### config.mk
export PLATFORM = sky130hd
export DESIGN_NAME = acc_guard
export DESIGN_NICKNAME = d
export VERILOG_FILES = /design/src/rtl/acc_guard_pkg.sv /design/src/rtl/acc_guard_code_bank.sv /design/src/rtl/acc_guard_ptr_unit.sv /design/src/rtl/acc_guard_judge.sv /design/src/rtl/acc_guard.sv
export SDC_FILE = /design/constraint.sdc
export NUM_CORES = 1
export LEC_CHECK = 0
export BUFFER_PORTS_ARGS = -buffer_cell sky130_fd_sc_hd__buf_2
export CORE_UTILIZATION = 50
export CTS_BUF_LIST = sky130_fd_sc_hd__clkbuf_4 sky130_fd_sc_hd__clkbuf_8
export DETAILED_ROUTE_END_ITERATION = 10
export GPL_TIMING_DRIVEN = 0
export PLACE_DENSITY = 0.79
export SYNTH_ARGS = -nofsm -noshare
export SYNTH_HDL_FRONTEND = slang
export SYNTH_SLANG_ARGS = --single-unit
### constraint.sdc
create_clock -name clk -period 1.9 [get_ports clk]
set_input_delay 0.38 -clock clk [delete_from_list [all_inputs] [get_ports clk]]
set_output_delay 0.38 -clock clk [all_outputs]
set_load 0.01 [all_outputs]
### src/rtl/acc_guard_pkg.sv
package acc_guard_pkg;

    typedef enum logic [2:0] {
        OP_SET_PTR = 3'd0,
        OP_OVR     = 3'd1,
        OP_RD_PTR  = 3'd2,
        OP_UNLOCK  = 3'd3,
        OP_LOAD    = 3'd4
    } cmd_op_e;

    typedef enum logic [1:0] {
        RQ_READ  = 2'd0,
        RQ_PROG  = 2'd1,
        RQ_ERASE = 2'd2
    } req_kind_e;

    function automatic logic is_modify(input logic [1:0] kind);
        return kind != RQ_READ;
    endfunction

endpackage

### src/rtl/acc_guard_code_bank.sv
module acc_guard_code_bank #(
    parameter int MAX_BYTES = 8,
    parameter int LEN_W     = $clog2(MAX_BYTES + 1)
) (
    input  logic                   clk,
    input  logic                   rst,
    input  logic                   cs,
    input  logic                   load_en,
    input  logic [LEN_W-1:0]       load_len,
    input  logic [8*MAX_BYTES-1:0] load_code,
    input  logic                   chk_en,
    input  logic [LEN_W-1:0]       chk_len,
    input  logic [8*MAX_BYTES-1:0] chk_code,
    output logic                   locked,
    output logic                   access_ok,
    output logic                   code_fail
);
    logic [8*MAX_BYTES-1:0] code_q;
    logic [LEN_W-1:0]       len_q;
    logic [MAX_BYTES-1:0]   byte_ok;
    logic                   match;

    for (genvar i = 0; i < MAX_BYTES; i++) begin : g_byte
        assign byte_ok[i] = (LEN_W'(i) >= len_q) ||
                            (code_q[8*i +: 8] == chk_code[8*i +: 8]);
    end

    assign match = (chk_len == len_q) && (&byte_ok);

    always_ff @(posedge clk) begin
        if (rst) begin
            code_q    <= '0;
            len_q     <= '0;
            locked    <= 1'b0;
            access_ok <= 1'b0;
            code_fail <= 1'b0;
        end else begin
            if (load_en) begin
                code_q    <= load_code;
                len_q     <= load_len;
                locked    <= (load_len != '0);
                access_ok <= 1'b0;
                code_fail <= 1'b0;
            end else if (chk_en) begin
                access_ok <= match;
                code_fail <= !match;
            end
            if (!cs) begin
                access_ok <= 1'b0;
            end
        end
    end
endmodule

### src/rtl/acc_guard_ptr_unit.sv
module acc_guard_ptr_unit #(
    parameter int ADDR_W = 9
) (
    input  logic              clk,
    input  logic              rst,
    input  logic              wr_en,
    input  logic [ADDR_W-1:0] wr_addr,
    input  logic              ovr_set,
    input  logic              ovr_use,
    input  logic              rd_en,
    output logic [ADDR_W-1:0] ptr,
    output logic              ovr_armed,
    output logic              rd_valid,
    output logic [ADDR_W-1:0] rd_data
);
    always_ff @(posedge clk) begin
        if (rst) begin
            ptr       <= '0;
            ovr_armed <= 1'b0;
            rd_valid  <= 1'b0;
            rd_data   <= '0;
        end else begin
            if (wr_en) ptr <= wr_addr;
            if (ovr_set)      ovr_armed <= 1'b1;
            else if (ovr_use) ovr_armed <= 1'b0;
            rd_valid <= rd_en;
            if (rd_en) rd_data <= ptr;
        end
    end
endmodule

### src/rtl/acc_guard_judge.sv
module acc_guard_judge
    import acc_guard_pkg::*;
#(
    parameter int ADDR_W = 9
) (
    input  logic [1:0]        kind,
    input  logic [ADDR_W-1:0] addr,
    input  logic [ADDR_W-1:0] ptr,
    input  logic              priv_ok,
    input  logic              ovr_armed,
    output logic              grant,
    output logic              uses_ovr
);
    logic below;

    always_comb begin
        below    = addr < ptr;
        uses_ovr = 1'b0;
        if (!below) begin
            grant = priv_ok;
        end else if (!is_modify(kind)) begin
            grant = 1'b1;
        end else begin
            grant    = ovr_armed;
            uses_ovr = ovr_armed;
        end
    end
endmodule

### src/rtl/acc_guard.sv
module acc_guard
    import acc_guard_pkg::*;
#(
    parameter int ADDR_W    = 9,
    parameter int MAX_BYTES = 8,
    parameter int LEN_W     = $clog2(MAX_BYTES + 1)
) (
    input  logic                   clk,
    input  logic                   rst,
    input  logic                   cs,
    input  logic                   cmd_valid,
    input  logic [2:0]             cmd_op,
    input  logic [ADDR_W-1:0]      cmd_addr,
    input  logic [LEN_W-1:0]       cmd_len,
    input  logic [8*MAX_BYTES-1:0] cmd_code,
    input  logic                   req_valid,
    input  logic [1:0]             req_kind,
    input  logic [ADDR_W-1:0]      req_addr,
    output logic                   resp_valid,
    output logic                   resp_grant,
    output logic                   cmd_reject,
    output logic                   ptr_rd_valid,
    output logic [ADDR_W-1:0]      ptr_rd_data,
    output logic                   locked,
    output logic                   code_fail
);
    localparam logic [LEN_W-1:0] LEN_MAX = LEN_W'(MAX_BYTES);

    logic              access_ok, ovr_armed, priv_ok;
    logic [ADDR_W-1:0] ptr_q;
    logic              go, is_set, is_ovr, is_rd, is_unl, is_load;
    logic              set_ok, ovr_ok, load_ok, unl_ok, reject_d;
    logic              grant, uses_ovr;

    assign priv_ok = !locked || access_ok;
    assign go      = cmd_valid && cs;
    assign is_set  = go && (cmd_op == OP_SET_PTR);
    assign is_ovr  = go && (cmd_op == OP_OVR);
    assign is_rd   = go && (cmd_op == OP_RD_PTR);
    assign is_unl  = go && (cmd_op == OP_UNLOCK);
    assign is_load = go && (cmd_op == OP_LOAD);

    assign set_ok   = is_set && priv_ok;
    assign ovr_ok   = is_ovr && priv_ok;
    assign load_ok  = is_load && priv_ok && (cmd_len <= LEN_MAX);
    assign unl_ok   = is_unl && locked;
    assign reject_d = (is_set && !set_ok) || (is_ovr && !ovr_ok) ||
                      (is_load && !load_ok);

    acc_guard_code_bank #(.MAX_BYTES(MAX_BYTES), .LEN_W(LEN_W)) u_code (
        .clk(clk), .rst(rst), .cs(cs),
        .load_en(load_ok), .load_len(cmd_len), .load_code(cmd_code),
        .chk_en(unl_ok), .chk_len(cmd_len), .chk_code(cmd_code),
        .locked(locked), .access_ok(access_ok), .code_fail(code_fail)
    );

    acc_guard_ptr_unit #(.ADDR_W(ADDR_W)) u_ptr (
        .clk(clk), .rst(rst),
        .wr_en(set_ok), .wr_addr(cmd_addr),
        .ovr_set(ovr_ok), .ovr_use(req_valid && uses_ovr),
        .rd_en(is_rd),
        .ptr(ptr_q), .ovr_armed(ovr_armed),
        .rd_valid(ptr_rd_valid), .rd_data(ptr_rd_data)
    );

    acc_guard_judge #(.ADDR_W(ADDR_W)) u_judge (
        .kind(req_kind), .addr(req_addr), .ptr(ptr_q),
        .priv_ok(priv_ok), .ovr_armed(ovr_armed),
        .grant(grant), .uses_ovr(uses_ovr)
    );

    always_ff @(posedge clk) begin
        if (rst) begin
            resp_valid <= 1'b0;
            resp_grant <= 1'b0;
            cmd_reject <= 1'b0;
        end else begin
            resp_valid <= req_valid;
            resp_grant <= req_valid && grant;
            cmd_reject <= reject_d;
        end
    end
endmodule

==> metrics.md, run 1 <==
| Metric | Value |
|---|---|
| Status | finished clean |
| Row Count | 33 |
| Post-CTS setup buffer count | 0 |
| Nets | 765 |
| Combinational share of power | 8.6% |
| Area growth, synth to finish | 22.44% |
| Core Region | 8299 um2 |
| Vias in the first global route | 3642 |
| Mapped Area | 4343 um2 |
| Met3 wire len | 644 um |
| Routed wire per std cell | 13.04 um |
| Total GRT Usage | 22.81% |
| RSZ-0062 raised after global routing | false |
| P_sw | 868.4 uW |
| CP max FO | 10 |
| Register area share after synthesis | 43.33% |
| First-pass GRT wire length | 16030 um |
| Final-report hold violation count | 0 |
| PD cells | 760.6 nW/um2 |
| Post-Route Setup TNS | 0 ns |
| WS Path Type | reg2reg |
| Count of buffers from port buffering | 109 |
| RR Startpoint | u_code.locked |
| I/O pins | 111 |
| Critical Path Sink Type | flip-flop |
| Crit path launch type | flip-flop |
| CP required | 2.12 ns |
| Routed WL | 10040 um |
| Clk_skew | 0.008288 ns |
| Routed wl met2 | 4774 um |
| CTS tree | yes |
| Hold buffers post-CTS | 0 |
| Drt drc | 0 |
| Slew HR | 56.44% |
| DRT Pass-1 Iters | 5 |
| Synth Register Bits | 94 |
| Clock network power share | 42.0% |
| Worst skew pair latency | 0.35 ns |
| Post-DP HPWL | 7501 um |
| Synth warn | 0 |
| Mapped Cells | 541 |
| Top Metal Used | met4 |
| Final Util | 64.07% |
| H-tree depth | 3 |
| Worst Reg-to-Reg Cells | 7 |
| Arrival @ worst endpoint | 2.06 ns |
| Post-Syn Area per Cell | 8.028 um2 |
| Fmax | 0.5432 GHz |
| Placer Congestion | 0.7520 |
| Metal-1 WL | 4479 um |
| Initial antenna violation count | 0 |
| Clk buf depth | 2 |
| Max-slew violations | 0 |
| Post-route antenna net violation count | 0 |
| Share of cells above drive strength 1 | 21.80% |
| Die area | 9062 um2 |
| Die width | 95.20 um |
| Syn nets | 645 |
| Register share of total power | 49.4% |
| Final worst-path cycle share | 96.90% |
| Worst hold stages | 2 |
| Initial Utilization | 52.33% |
| First DRT Iteration DRCs | 107 |
| Vias | 3924 |
| Die Ht | 95.20 um |
| CTS Sinks | 94 |
| Global route total overflow | 0 |
| Largest net degree at the start of global routing | 15 |
| HP Start | rst |
| Tightest Pin Transition | 0.6527 ns |
| Total CTS buffers | 9 |
| Synth cell types | 34 |
| Clock-pin slew on the worst setup and hold paths | 0.08 ns |
| Root Driver | clkbuf_8 |
| Worst hold path type | in2reg |
| Setup-failing EPs final | 0 |
| Peak VDD IR | 444.2 uV |
| Post-route minimum period | 1.841 ns |
| Internal | 3.176 mW |
| Vias per cell | 5.096 |
| Sw frac | 21.47% |
| CP startpoint | u_code.locked |
| Static leakage | 2.185 nW |
| Ant diodes | 0 |
| Max-cap violation count | 0 |
[cell usage after synthesis]
cell type  instances  area share [%]
and3_1             2            0.29
o31ai_1            1            0.17
nand2b_1           3            0.43
or3_1              1            0.14
a311oi_1           1            0.20
inv_1             10            0.86
nor2_2             1            0.14
mux2i_1           10             2.3
xnor2_1           20             4.0
clkbuf_1          17             1.5
buf_6              3            0.78
a31oi_1            1            0.14
nor3_1             9             1.0
a32oi_1            1            0.20
a21o_1             4            0.69
nor2b_1            3            0.43
or4_4              1            0.26
nand3_1            2            0.23
a21oi_2            1            0.20
a211oi_1           1            0.17
a41oi_1            1            0.20
dfxtp_1           94              43
nor2_1            36             3.1
xor2_1            48             9.7
ha_1               8             2.3
nand2_1          144              12
buf_2             10             1.2
nor4_1            14             2.0
a21oi_1           82             9.4
a21boi_0           1            0.17
nand4_1            6            0.86
a22oi_1            2            0.35
nor2b_4            1            0.32
o2111ai_1          2            0.40
[through the flow]
stage | instances | power (mW) | hold WS, ns | worst slack, ns | cell area [um2]
2_1_floorplan | 541 | 2.205 | 0.4348 | 0.04472 | 4343
3_3_place_gp | 755 | 2.372 | 0.4532 | -0.1675 | 5020
3_5_place_dp | 755 | 2.385 | 0.4598 | -0.2093 | 5020
4_1_cts | 770 | 4.069 | 0.2066 | 0.05709 | 5299
5_1_grt | 770 | 4.201 | 0.2045 | 0.008202 | 5318
6_report | 770 | 4.044 | 0.2176 | 0.05898 | 5318
[layer usage]
metal / vias up / GRT usage (%)
met5: - / 0
met4: 0 / 7.828
met3: 11 / 5.183
met2: 106 / 38.99
met1: 1782 / 28.08
li1: 2025 / -
[kinds of logic after synthesis]
| group | Yosys count | synth area share, % |
|---|---|---|
| muxes | 10 | 2.305 |
| AOI/OAI and AO/OA | 98 | 12.36 |
| DFF | 94 | 43.33 |
| xor gates and xnor gates | 68 | 13.71 |
| adders and majority gates | 8 | 2.305 |
| and+or+nand+nor | 223 | 21.72 |
| buffers and inverters | 40 | 4.264 |
[worst paths after layout]
path | to | slack (ns)
setup / recovery | u_code.code_q[48] | 0.06
hold / removal | resp_valid | 0.22
setup reg to reg | u_code.code_q[48] | 0.06
hold reg to reg | u_code.code_q[30] | 0.47
[power groups by stage]
stage | Combinational [mW] | Sequential (mW) | Clock, mW
2_1_floorplan | 0.162 | 2.04 | 0
3_3_place_gp | 0.330 | 2.04 | 0
3_5_place_dp | 0.342 | 2.04 | 0
4_1_cts | 0.345 | 2.00 | 1.73
5_1_grt | 0.385 | 2.00 | 1.82
6_report | 0.348 | 2.00 | 1.70
[flip-flops by register name, indices dropped and copies added (netlist names), 4 cells and up]
register,flops
u_code.len_q,4
u_ptr.ptr,9
u_code.code_q,64
u_ptr.rd_data,9
[critical path, cell delays in order (launching register included)]
cell	delay, ns
dfxtp_2	0.34
nor2b_4	0.14
or4_4	0.47
a21o_4	0.23
buf_4	0.18
buf_4	0.18
nand2_1	0.09
a21oi_1	0.07
[placed cells by master (no fill, tap or decap), types with 4 or more instances in the layout]
master	count
nand2_1	144
nor4_1	13
xor2_1	48
inv_1	10
nand4_1	6
mux2i_1	10
a21oi_1	82
ha_1	8
nor3_1	9
clkbuf_8	9
clkbuf_1	17
bufinv_16	4
buf_2	116
dfxtp_1	93
nor2_1	36
xnor2_1	20
[layout make-up]
class,instances,area [um2]
repair buffers,109,545.5
inverters,10,37.54
clock inverters,4,120.1
fillers,712,2982
clock buffers,11,138.9
flip-flops and latches,94,1883
well taps,105,131.4
plain buffers,30,158.9
multi-input cells,407,2302
[timing repair]
action	CTS	global route
hold endpoints to repair	0	0
endpoints found under the setup margin	21	10
resized for setup	4	6
pin swaps	1	0
cloned	0	0
Note: power is estimated with default switching activity, not from simulation.
==> run 2: changes to the inputs <==
--- a/config.mk
+++ b/config.mk
@@ -13,4 +13,5 @@
 export PLACE_DENSITY = 0.79
 export SYNTH_ARGS = -nofsm -noshare
 export SYNTH_HDL_FRONTEND = slang
+export SYNTH_HIERARCHICAL = 1
 export SYNTH_SLANG_ARGS = --single-unit
==> run 2 against run 1 <==
Net effect: via count down 11%; utilization shrank 1.3 points; hold slack better by 0.037 ns; final cell count down 11%; clock-buffer cell count shrank 1; critical path depth down 1; register-to-register slack barely moved; synthesized cell count fell by 16%; non-clock buffer count down 6; clock power is 10% lower; sequential power hardly changed; cell area is 1.9% higher; critical path type unchanged; highest routed layer unchanged.
==> metrics.md, run 2 <==
| Metric | Value |
|---|---|
| XOR/XNOR Fraction of Synth Area | 13.42% |
| Slew HR | 67.02% |
| Initial antenna violation count | 0 |
| Register area share after synthesis | 42.40% |
| Vias per cell | 5.103 |
| Total GRT Usage | 20.01% |
| Static leakage | 2.059 nW |
| Critical Path Sink Type | flip-flop |
| Final Util | 62.75% |
| Post-DP HPWL | 7145 um |
| Worst Reg-to-Reg Cells | 6 |
| Largest registers | u_code/code_q x64, u_ptr/ptr x9, u_ptr/rd_data x9 |
| CTS Sinks | 94 |
| Mapped Area | 4438 um2 |
| Adder-Cell Fraction of Synth Area | 2.255% |
| Compound-Gate Fraction of Synth Area | 4.765% |
| Biggest register | u_code/code_q |
| Max-cap violation count | 0 |
| Fill cell count | 751 |
| Worst R2R End | u_code/code_fail |
| Mapped Cells | 455 |
| Highest-count cells in the layout ignoring fill and taps | 111 x buf_2, 94 x nor2_1, 91 x dfxtp_1, 86 x mux2i_1, 49 x xnor2_1 |
| Tightest Pin Transition | 0.4879 ns |
| Most area-hungry cell type in the Yosys netlist | dfxtp_1 |
| HP Start | rst |
| Placer Congestion | 0.7664 |
| Post-synthesis mux area share | 19.65% |
| Post-synth EDFFs | 0 |
| Root Driver | clkbuf_8 |
| Nets | 680 |
| Share of cells above drive strength 1 | 26.25% |
| Vias | 3511 |
| Row Count | 34 |
| First-pass GRT wire length | 14350 um |
| RSZ-0062 raised after global routing | true |
| Routed WL | 9373 um |
| Post-Route Setup TNS | 0 ns |
| Met3 wire len | 580 um |
| Critical-path cell list | xor2_1, nor4_4, nand3_1, o32a_1, or4_4, o211a_1 |
| Max FFs per register | 64 |
| Cell count after placement | 673 |
| Area growth, synth to finish | 22.10% |
| Worst hold path type | in2reg |
| Pre-CTS setup slack | -0.3112 ns |
| Top Metal Used | met4 |
| Die width | 96.21 um |
| Layout Cells excl Fill | 688 |
| Fraction of registers with async set or reset after synthesis | 0% |
| I/O pins | 111 |
| Metal-1 WL | 4057 um |
| Max-slew violations | 0 |
| Worst hold stages | 2 |
| Status | finished clean |
| Syn nets | 559 |
| Total CTS buffers | 9 |
| Worst path max stage delay | 0.43 ns |
| CTS tree | yes |
| Post-Syn Area per Cell | 9.754 um2 |
| Count of buffers from port buffering | 110 |
| Largest family of logic cells by synthesized area | multiplexers |
| Clk_skew | 0.007047 ns |
| Vias in the first global route | 3473 |
| R2R Setup Slk | 0.05 ns |
| Post-route minimum period | 1.855 ns |
| CP max FO | 2 |
| Top cell type's share of synthesized area | 42.40% |
| Peak VDD IR | 431.5 uV |
| DRT Pass-1 Iters | 4 |
| Fin worst setup slack | 0.04548 ns |
| Die area | 9256 um2 |
| Setup-failing EPs final | 0 |
| Arrival @ worst endpoint | 2.10 ns |
| Pwr Total | 3.899 mW |
| Final-report hold violation count | 0 |
| Dpl cell area | 5132 um2 |
| Top FF cell, synth | dfxtp_1 |
| Most common cell after layout, fill and taps aside | buf_2 |
| RR Startpoint | u_code/code_q[34] |
| Initial Utilization | 51.39% |
| Hold buffers post-CTS | 0 |
| Drt drc | 0 |
| Core Region | 8636 um2 |
| Final Cell Area | 5419 um2 |
| Synth Area in Simple Gates | 14.27% |
| Global route total overflow | 0 |
| Slowest cell on crit path | or4_4 |
| Worst skew pair latency | 0.35 ns |
| Fmax | 0.5392 GHz |
| Clock-pin slew on the worst setup and hold paths | 0.08 ns |
| WS Path Type | reg2reg |
| H-tree depth | 3 |
| Routed wire per std cell | 13.62 um |
| Post-route antenna net violation count | 0 |
| CP required | 2.14 ns |
| Crit path launch type | flip-flop |
| Top post-synthesis cells by area | dfxtp_1 42%, mux2i_1 19%, xnor2_1 9.7% |
| Synth cell types | 42 |
| Synth warn | 6 |
| Post-CTS setup buffer count | 0 |
| Hold EP | cmd_reject |
| Top cells by count, synth | 94 x dfxtp_1, 94 x nor2_1, 86 x mux2i_1, 49 x xnor2_1, 19 x xor2_1 |
| Final worst-path cycle share | 97.61% |
| WHS | 0.2547 ns |
| Synth Register Bits | 94 |
| Largest net degree at the start of global routing | 15 |
| Die Ht | 96.21 um |
| PD cells | 719.5 nW/um2 |
| First DRT Iteration DRCs | 104 |
| Routed wl met2 | 4509 um |
| Clk buf depth | 2 |
-- run 2: worst max path at each step --
stage / startpoint / endpoint / slack [ns] / cells after the start
floorplan: cmd_code[34] / u_code/code_fail / -0.02 / 6
CTS: u_code/code_q[45] / u_code/code_fail / 0.009 / 5
detailed placement: cmd_len[0] / u_code/code_q[1] / -0.31 / 8
global route: u_code/code_q[34] / u_code/code_fail / -0.05 / 6
global placement: cmd_len[0] / u_code/code_q[44] / -0.25 / 8
finish: u_code/code_q[34] / u_code/code_fail / 0.05 / 6
-- run 2: power by group --
group	total, mW	leakage [nW]	switching [mW]	internal [mW]
Sequential	2.00	0.760	0.0112	1.99
Combinational	0.374	1.19	0.191	0.183
Clock	1.53	0.112	0.652	0.875
Total	3.90	2.06	0.855	3.04
-- run 2: critical path, delay by kind of cell (launching register included) --
| family | cells | cell delay (ns) |
|---|---|---|
| compound gates | 2 | 0.42 |
| xor+xnor | 1 | 0.18 |
| flops | 1 | 0.33 |
| simple gates | 3 | 0.84 |
-- run 2: final cells by class --
type                            count  area [um2]  area share (%)
Multi-Input combinational cell    327        2445           45.12
Sequential cell                    94        1886           34.80
Inverter                           11       41.29          0.7619
Clock inverter                      4       97.59           1.801
Clock buffer                       10       131.4           2.424
Antenna cell                        1       2.502         0.04618
Buffer                             23       130.1           2.401
Timing Repair Buffer              110       550.5           10.16
Tap cell                          108       135.1           2.494
-- run 2: repair_timing --
| action | in CTS | in global routing |
|---|---|---|
| pin swaps | 3 | 6 |
| setup endpoints to repair | 3 | 67 |
| gates resized for setup | 2 | 15 |
-- run 2: metal layers --
metal,vias up,global-route usage [%]
met1,1619,22.36
met2,93,35.58
met3,21,4.818
met5,-,0
li1,1778,-
met4,0,9.328
-- run 2: cells by family after synthesis --
kind of cell | Yosys count
and+or+nand+nor | 137
DFF | 94
muxes | 87
xor gates and xnor gates | 68
buffers and inverters | 34
AOI/OAI and AO/OA | 27
adders and majority gates | 8
